File: src/rtl/wdt_pkg.sv
package wdt_pkg;

  // Supervisor states: which processor holds control, or none
  typedef enum logic [1:0] {
    SUP_PRI  = 2'd0,
    SUP_SEC  = 2'd1,
    SUP_DEAD = 2'd2
  } sup_state_e;

  localparam int unsigned NUM_CPU = 2;

endpackage

File: src/rtl/wdt_bus_decode.sv
module wdt_bus_decode #(
  parameter int unsigned ADDR_W    = 4,
  parameter int unsigned DATA_W    = 16,
  parameter logic [ADDR_W-1:0] KICK_ADDR = 4'h2,
  parameter logic [ADDR_W-1:0] FLAG_ADDR = 4'h5,
  parameter logic [DATA_W-1:0] KICK_KEY  = 16'hA5C3
) (
  input  logic              wr_en_i,
  input  logic              wr_src_i,
  input  logic [ADDR_W-1:0] wr_addr_i,
  input  logic [DATA_W-1:0] wr_data_i,
  input  logic [1:0]        cpu_dis_i,
  output logic              kick_o,
  output logic              flag_o
);
  import wdt_pkg::*;

  logic [NUM_CPU-1:0] grant;
  logic               owner_wr;

  // One grant per processor: its write counts only while it is enabled
  for (genvar g = 0; g < NUM_CPU; g++) begin : g_grant
    assign grant[g] = wr_en_i && (wr_src_i == 1'(g)) && !cpu_dis_i[g];
  end

  assign owner_wr = |grant;

  always_comb begin
    kick_o = owner_wr && (wr_addr_i == KICK_ADDR) && (wr_data_i == KICK_KEY);
    flag_o = owner_wr && (wr_addr_i == FLAG_ADDR) && wr_data_i[0];
  end

endmodule

File: src/rtl/wdt_countdown.sv
module wdt_countdown #(
  parameter int unsigned CNT_W = 16
) (
  input  logic             clk,
  input  logic             rst_n,
  input  logic [CNT_W-1:0] period_i,
  input  logic             run_i,
  input  logic             kick_i,
  input  logic             clr_i,
  output logic             expire_o
);

  logic             init_q, init_d;
  logic [CNT_W-1:0] period_q, period_d;
  logic [CNT_W-1:0] cnt_q, cnt_d;
  logic             cnt_en;

  always_comb begin
    init_d   = init_q;
    period_d = period_q;
    cnt_d    = cnt_q;
    expire_o = init_q && run_i && (cnt_q == '0) && !kick_i && !clr_i;
    if (!init_q) begin
      init_d   = 1'b1;
      period_d = period_i;
      cnt_d    = period_i;
    end else if (kick_i || clr_i || expire_o) begin
      cnt_d = period_q;
    end else if (run_i && (cnt_q != '0)) begin
      cnt_d = cnt_q - 1'b1;
    end
  end

  assign cnt_en = !init_q || kick_i || clr_i || expire_o || (run_i && (cnt_q != '0));

  always_ff @(posedge clk or negedge rst_n) begin
    if (!rst_n) begin
      init_q   <= 1'b0;
      period_q <= '0;
      cnt_q    <= '0;
    end else begin
      if (!init_q) begin
        init_q   <= init_d;
        period_q <= period_d;
      end
      if (cnt_en) begin
        cnt_q <= cnt_d;
      end
    end
  end


  tick_down_chk: assert property (@(posedge clk) disable iff (!rst_n)
    (init_q && run_i && !kick_i && !clr_i && (cnt_q != '0))
      |=> (cnt_q == CNT_W'($past(cnt_q) - 1'b1)));


  reload_chk: assert property (@(posedge clk) disable iff (!rst_n)
    (init_q && (kick_i || clr_i)) |=> (cnt_q == period_q));

endmodule

File: src/rtl/wdt_supervisor.sv
module wdt_supervisor (
  input  logic       clk,
  input  logic       rst_n,
  input  logic       expire_i,
  input  logic       flag_i,
  input  logic       clr_i,
  output logic [1:0] cpu_dis_o,
  output logic       active_o,
  output logic       run_o,
  output logic       cpu_fault_o,
  output logic       selftest_o,
  output logic       fatal_o
);
  import wdt_pkg::*;

  sup_state_e state_q, state_d;
  logic       fault_q, fault_d;
  logic       st_q, st_d;
  logic       fatal_q, fatal_d;
  logic       upd_en;

  always_comb begin
    state_d = state_q;
    fault_d = fault_q;
    st_d    = st_q;
    fatal_d = fatal_q;
    if (clr_i) begin
      state_d = SUP_PRI;
      fault_d = 1'b0;
      st_d    = 1'b0;
      fatal_d = 1'b0;
    end else begin
      if (expire_i) begin
        case (state_q)
          SUP_PRI: begin
            state_d = SUP_SEC;
            fault_d = 1'b1;
          end
          SUP_SEC: begin
            state_d = SUP_DEAD;
            fault_d = 1'b1;
            fatal_d = 1'b1;
          end
          default: ;
        endcase
      end
      if (flag_i) begin
        st_d = 1'b1;
      end
    end
  end

  assign upd_en = clr_i || expire_i || flag_i;

  always_ff @(posedge clk or negedge rst_n) begin
    if (!rst_n) begin
      state_q <= SUP_PRI;
      fault_q <= 1'b0;
      st_q    <= 1'b0;
      fatal_q <= 1'b0;
    end else if (upd_en) begin
      state_q <= state_d;
      fault_q <= fault_d;
      st_q    <= st_d;
      fatal_q <= fatal_d;
    end
  end

  always_comb begin
    case (state_q)
      SUP_PRI: cpu_dis_o = 2'b10;
      SUP_SEC: cpu_dis_o = 2'b01;
      default: cpu_dis_o = 2'b11;
    endcase
  end

  assign active_o    = (state_q != SUP_PRI);
  assign run_o       = (state_q != SUP_DEAD);
  assign cpu_fault_o = fault_q;
  assign selftest_o  = st_q;
  assign fatal_o     = fatal_q;


  first_failover_chk: assert property (@(posedge clk) disable iff (!rst_n)
    (state_q == SUP_PRI && expire_i && !clr_i) |=> (state_q == SUP_SEC && fault_q));


  fatal_entry_chk: assert property (@(posedge clk) disable iff (!rst_n)
    $rose(fatal_q) |-> ($past(state_q) == SUP_SEC));


  clear_chk: assert property (@(posedge clk) disable iff (!rst_n)
    clr_i |=> (state_q == SUP_PRI && !fault_q && !st_q && !fatal_q));

endmodule

File: src/rtl/wdt_failover.sv
module wdt_failover #(
  parameter int unsigned CNT_W  = 16,
  parameter int unsigned ADDR_W = 4,
  parameter int unsigned DATA_W = 16,
  parameter logic [ADDR_W-1:0] KICK_ADDR = 4'h2,
  parameter logic [ADDR_W-1:0] FLAG_ADDR = 4'h5,
  parameter logic [DATA_W-1:0] KICK_KEY  = 16'hA5C3
) (
  input  logic              clk,
  input  logic              rst_n,
  input  logic [CNT_W-1:0]  period_i,
  input  logic              wr_en_i,
  input  logic              wr_src_i,
  input  logic [ADDR_W-1:0] wr_addr_i,
  input  logic [DATA_W-1:0] wr_data_i,
  input  logic              clr_i,
  output logic [1:0]        cpu_dis_o,
  output logic              active_o,
  output logic              cpu_fault_led_o,
  output logic              selftest_led_o,
  output logic              fatal_o
);

  logic kick;
  logic flag;
  logic expire;
  logic run;

  wdt_bus_decode #(
    .ADDR_W   (ADDR_W),
    .DATA_W   (DATA_W),
    .KICK_ADDR(KICK_ADDR),
    .FLAG_ADDR(FLAG_ADDR),
    .KICK_KEY (KICK_KEY)
  ) u_decode (
    .wr_en_i  (wr_en_i),
    .wr_src_i (wr_src_i),
    .wr_addr_i(wr_addr_i),
    .wr_data_i(wr_data_i),
    .cpu_dis_i(cpu_dis_o),
    .kick_o   (kick),
    .flag_o   (flag)
  );

  wdt_countdown #(
    .CNT_W(CNT_W)
  ) u_count (
    .clk     (clk),
    .rst_n   (rst_n),
    .period_i(period_i),
    .run_i   (run),
    .kick_i  (kick),
    .clr_i   (clr_i),
    .expire_o(expire)
  );

  wdt_supervisor u_sup (
    .clk        (clk),
    .rst_n      (rst_n),
    .expire_i   (expire),
    .flag_i     (flag),
    .clr_i      (clr_i),
    .cpu_dis_o  (cpu_dis_o),
    .active_o   (active_o),
    .run_o      (run),
    .cpu_fault_o(cpu_fault_led_o),
    .selftest_o (selftest_led_o),
    .fatal_o    (fatal_o)
  );


  one_enabled_chk: assert property (@(posedge clk) disable iff (!rst_n)
    cpu_dis_o != 2'b00);


  halted_hold_chk: assert property (@(posedge clk) disable iff (!rst_n)
    (cpu_dis_o == 2'b11 && !clr_i) |=> (cpu_dis_o == 2'b11 && $stable(selftest_led_o)));

endmodule

File: config.mk
export PLATFORM = sky130hd
export DESIGN_NAME = wdt_failover
export DESIGN_NICKNAME = d
export VERILOG_FILES = /design/src/rtl/wdt_pkg.sv /design/src/rtl/wdt_bus_decode.sv /design/src/rtl/wdt_countdown.sv /design/src/rtl/wdt_supervisor.sv /design/src/rtl/wdt_failover.sv
export SDC_FILE = /design/constraint.sdc
export NUM_CORES = 1
export LEC_CHECK = 0
export BUFFER_PORTS_ARGS = -buffer_cell sky130_fd_sc_hd__buf_2
export CORE_UTILIZATION = 45
export CTS_BUF_LIST = sky130_fd_sc_hd__clkbuf_8
export CTS_CLUSTER_SIZE = 16
export DETAILED_ROUTE_END_ITERATION = 12
export PLACE_DENSITY = 0.68
export SYNTH_ARGS = -nofsm -noshare
export SYNTH_HDL_FRONTEND = slang
export SYNTH_SLANG_ARGS = --single-unit
File: constraint.sdc
create_clock -name clk -period 4.05 [get_ports clk]
set_input_delay 1.215 -clock clk [delete_from_list [all_inputs] [get_ports clk]]
set_output_delay 1.215 -clock clk [all_outputs]
set_load 0.02 [all_outputs]
Word-level counts from Yosys, hierarchy flattened

Index checks and enable logic that the tools add are counted.

Register bits after elaboration: 38
Bits of input ports: 41
Output and inout bits: 6
Logic and storage cells: 72

Add/sub/neg operators: 1
Eq/ne operators: 6
Multiplexer cells: 15
Bitwise gates (word level): 1
Reductions and logical operators: 42

Operator list:

| kind                  | number |
|---|---|
| $mux 16               | 3 |
| $eq 16x16->1 const B  | 1 |
| $logic_not 16->1      | 1 |
| $reduce_bool 16->1    | 1 |
| $sub 16x1->16 const B | 1 |
| $logic_and 1x1->1     | 13 |
| $reduce_bool 2->1     | 5 |
| $reduce_and 3->1      | 3 |
| $logic_or 1x1->1      | 8 |
| $mux 1                | 8 |
| $pmux 2 s2            | 2 |
| $logic_not 1->1       | 5 |
| $eq 4x2->1 const B    | 1 |
| $eq 4x3->1 const B    | 1 |
| $mux 2                | 2 |
| $reduce_and 2->1      | 2 |
| $reduce_or 2->1       | 2 |
| $ne 3x3->1 const B    | 1 |
| $reduce_bool 3->1     | 1 |
| $eq 2x1->1 const B    | 1 |
| $logic_not 2->1       | 1 |
| $ne 2x2->1 const B    | 1 |
| $not 1->1             | 1 |

Longest topological paths before layout

Depth after elaboration: 13
Mapped depth: 9
Depth with buffers taken out: 8

Modules after synthesis

From an unflattened synthesis, not the netlist that was laid out.

Cells, all modules: 237
Area, all modules: 2152.1 sq um

By module, submodules not included:

| module         | times used | cells an instance | area an instance (sq um) | sequential area each (sq um) |
|---|---|---|---|---|
| wdt_countdown  | 1          | 204               | 1829.3                   | 825.8 |
| wdt_supervisor | 1          | 22                | 231.5                    | 125.1 |
| wdt_bus_decode | 1          | 11                | 91.3                     | 0.0 |

Worst setup path before layout

OpenSTA, ideal clock, no wires.

Path kind: input to register
Start: in wr_addr_i[2]
End: reg u_count.cnt_q[3]
Setup time: 122 ps
Arrival time: 2748 ps
Data required time: 3928 ps
Slack: 1181 ps
Cell stages on the path: 7
Buffers on the path: 1
Path through: or4b_1 > nor4_2 > a21oi_1 > clkbuf_1 > nand3_1 > o21ai_0 > a32o_1

Longest elaborated chain between the ends: 9
Elaborated cells on any way between the ends: 16
Those cells by class: eq/ne: 2; mux: 2; reduce/logical: 12

RTL lines:

| item                                                         | line                                     | source |
|---|---|---|
| start: declaration                                           | wdt_failover.sv:14                       | `input logic [ADDR_W-1:0] wr_addr_i,` |
| $eq 4x2->1 *                                                 | wdt_bus_decode.sv:29                     | `kick_o = owner_wr && (wr_addr_i == KICK_ADDR) && (wr_data_i == KICK_KEY);` |
| $logic_and 1x1->1 * (2 in series)                            | wdt_bus_decode.sv:29                     |  |
| $logic_not 1->1                                              | wdt_countdown.sv:22                      | `expire_o = init_q && run_i && (cnt_q == '0) && !kick_i && !clr_i;` |
| $logic_and 1x1->1 (2 in series)                              | wdt_countdown.sv:22                      |  |
| $logic_or 1x1->1 (on tied branches)                          | wdt_countdown.sv:27, wdt_countdown.sv:34 |  |
| $ne 3x3->1 (no line) (tied with other cells)                 | -                                        |  |
| $reduce_and 2->1 (no line) / $mux 16 (equally long branches) | -                                        |  |
| end signal: assignment                                       | wdt_countdown.sv:47                      | `cnt_q <= cnt_d;` |
| end: declaration                                             | wdt_countdown.sv:15                      | `logic [CNT_W-1:0] cnt_q, cnt_d;` |

Mark *: on every way between the ends. The rest lies on a longest branch, timed or not.
A chain may end at the register's enable or synchronous reset.

Worst setup path after layout

Start: in wr_data_i[15]
End: reg u_count.cnt_q[0]

Longest elaborated chain between the ends: 8
Elaborated cells on any way between the ends: 15
Those cells by class: eq/ne: 2; mux: 2; reduce/logical: 11

RTL lines:

| item                                                         | line                                     | source |
|---|---|---|
| start: declaration                                           | wdt_failover.sv:15                       | `input logic [DATA_W-1:0] wr_data_i,` |
| $eq 16x16->1 *                                               | wdt_bus_decode.sv:29                     |  |
| $logic_and 1x1->1 *                                          | wdt_bus_decode.sv:29                     |  |
| $logic_not 1->1                                              | wdt_countdown.sv:22                      |  |
| $logic_and 1x1->1 (2 in series)                              | wdt_countdown.sv:22                      |  |
| $logic_or 1x1->1 (on tied branches)                          | wdt_countdown.sv:27, wdt_countdown.sv:34 |  |
| $ne 3x3->1 (no line) (tied with other cells)                 | -                                        |  |
| $reduce_and 2->1 (no line) / $mux 16 (equally long branches) | -                                        |  |

Marked as above.

==> impl_metrics.json <==
{
  "rr_startpoint": "u_sup.state_q[0]",
  "cts_sinks": 38,
  "crit_start": "wr_data_i[15]",
  "synth_edf_count": 0,
  "drtPass1Iterations": 4,
  "gr-total-overflow": 0,
  "outcome": "complete, no violations",
  "yosysWarnings": 0,
  "ys_top_cells_by_count": "38 x dfrtp_1, 25 x nand2_1, 23 x nor2_1, 21 x a21oi_1, 16 x o21ai_0",
  "relSlewSlack": 0.385,
  "path_class": "in2reg",
  "ys_seq_elements": 38,
  "syn-num-nets": 296,
  "regArea_um2": 951,
  "worst_slack_ps": 967,
  "grt_max_degree": 39,
  "max_slew.worst_pin.slew_ps": 923,
  "core_um2": 4790,
  "min-delay-start": "u_count.period_q[5]",
  "drive_gt1_frac": 0.234,
  "syn_inst": 253,
  "die_x_um": 73.2,
  "yosysTopAreaCellShare": 0.417,
  "synth_ff_type": "dfrtp_1",
  "endpoint_kind": "flip-flop",
  "clock_latency_ps": 290,
  "cap_violations": 0,
  "period_share": 0.761,
  "htree_levels": 2,
  "antenna_left": 0,
  "vias": 1994,
  "finalWeightedCongestion": 0.835,
  "fin_util": 0.543,
  "dp_slack_ps": 665,
  "antenna_cells": 0,
  "cp_max_fo": 12,
  "totalWireLength_um": 5290,
  "rows": 25,
  "first_iter_violations": 127,
  "rsz0062_at_grt": "no",
  "critPathRequiredTime_ps": 4190,
  "postCtsSetupBuffers": 0,
  "antenna_found_initial": 0,
  "hold_path.class": "reg2reg",
  "io_pins": 47,
  "cts_tree": "done",
  "setup_viol": 0,
  "clock_skew_ps": 5.44,
  "maxClockFrequency_mhz": 324,
  "yosysMostFrequentCell": "dfrtp_1",
  "track_usage": 0.220,
  "fillCellCount": 472,
  "ff2ff_path_depth": 6,
  "syn_avg_cell_area_um2": 9.01,
  "numCtsBuffers": 5,
  "die_area_um2": 5350,
  "cts-root-buf": "clkbuf_8",
  "cp_data_arrival_time_ps": 3230,
  "synth.distinct_cells": 56,
  "hold_buffers": 0,
  "dp.final_hpwl_um": 3850,
  "area_delta_synth_final_pct": 14.1,
  "layout.nets": 335,
  "vias_per_cell": 5.57,
  "p_leak_uw": 0.00123,
  "startpoint_type": "input port",
  "synth_area_um2": 2280,
  "post_drt_wl_per_cell_um": 14.8,
  "clk_pin_slew_ps": 70,
  "grt_pass1_wl_um": 9000,
  "post_cts.resized_instances": 0,
  "slew_violations": 0,
  "cts_max_path_buffers": 2,
  "synth_area_leaders": "dfrtp_1 42%, a21oi_1 4.6%, nand2_1 4.1%",
  "start_util": 0.476,
  "hold_depth": 1,
  "portBuffers": 46,
  "async_reset_ff_frac": 1.00,
  "tns_ps": 0,
  "period_minus_slack_ps": 3080,
  "irDropWorstVdd_v": 0.000152,
  "p_per_area_nw_per_um2": 334,
  "die_h_um": 73.2,
  "multi_input_area_um2": 1190,
  "drc": 0,
  "ys_seq_area_frac": 0.417,
  "synth_top_area_cell": "dfrtp_1",
  "grt_pass1_vias": 1993,
  "finalHoldViolations": 0
}
-- sequential cells by signal, indices dropped and copies added (netlist names) --
name	count
u_sup.fatal_o	1
u_count.init_q	1
u_count.period_q	16
u_sup.selftest_o	1
u_sup.state_q	2
u_sup.cpu_fault_o	1
u_count.cnt_q	16
-- report_power, final --
group	switching [uW]	internal, uW
combinational	88.8	73.7
sequential	36.5	414
clock	125	131
total	250	619
-- layout by cell type (no fill, tap or decap), types with 3 or more instances in the layout --
cell type  count
nand2_1       25
a221oi_1       3
inv_1         13
nor4_1         4
mux2i_1        6
dfrtp_1       38
nor3_1         3
nor2b_1        8
a21oi_1       21
a21o_1         6
xor2_1         4
nand2b_1       6
nor2_1        23
xnor2_1        4
buf_2         46
clkbuf_8       6
nand3_1        6
o21ai_0       16
nand4_1        3
-- final timing paths --
path	endpoint	slack (ps)
max	u_count.cnt_q[0]	970
min	u_count.period_q[5]	490
max reg2reg	u_count.cnt_q[0]	1490
min reg2reg	u_count.period_q[5]	490
max in group asynchronous	u_count.period_q[15]	2470
min in group asynchronous	u_count.init_q	1030
-- layout make-up --
type                            count  share of cell area
Multi-Input combinational cell    187               0.460
Inverter                           13              0.0188
Sequential cell                    38               0.366
Timing Repair Buffer               47              0.0915
Clock buffer                        6              0.0318
Tap cell                           67              0.0323
-- logic make-up after synthesis --
group / after synthesis / share of synthesized area
buffers and inverters: 28 / 0.0582
adders and majority gates: 2 / 0.0110
DFF: 38 / 0.417
other: 1 / 0.00165
muxes: 8 / 0.0362
xor gates and xnor gates: 8 / 0.0307
and+or+nand+nor: 98 / 0.245
AOI/OAI and AO/OA: 70 / 0.200
-- critical path, stage by stage --
cell	delay [ps]
buf_2	90
nor4bb_1	120
and3_1	200
a21oi_1	720
nand2_1	440
a31oi_1	280
o221ai_1	150
-- stage by stage --
step	total power [uW]	hold WS, ps	cell area [um2]	cells
5_1_grt	920	500	2600	358
6_report	869	486	2600	358
2_1_floorplan	565	441	2280	253
4_1_cts	875	486	2600	358
3_5_place_dp	620	470	2520	352
3_3_place_gp	613	457	2520	352
-- per-layer routing --
layer | vias to the layer above | GRT usage | routed length [um]
met5 | - | 0 | 0
met4 | 0 | 0.0937 | 74
met3 | 9 | 0.0456 | 203
met1 | 964 | 0.273 | 2430
met2 | 50 | 0.369 | 2580
li1 | 971 | - | -
Power figures use the tool's default switching activity.
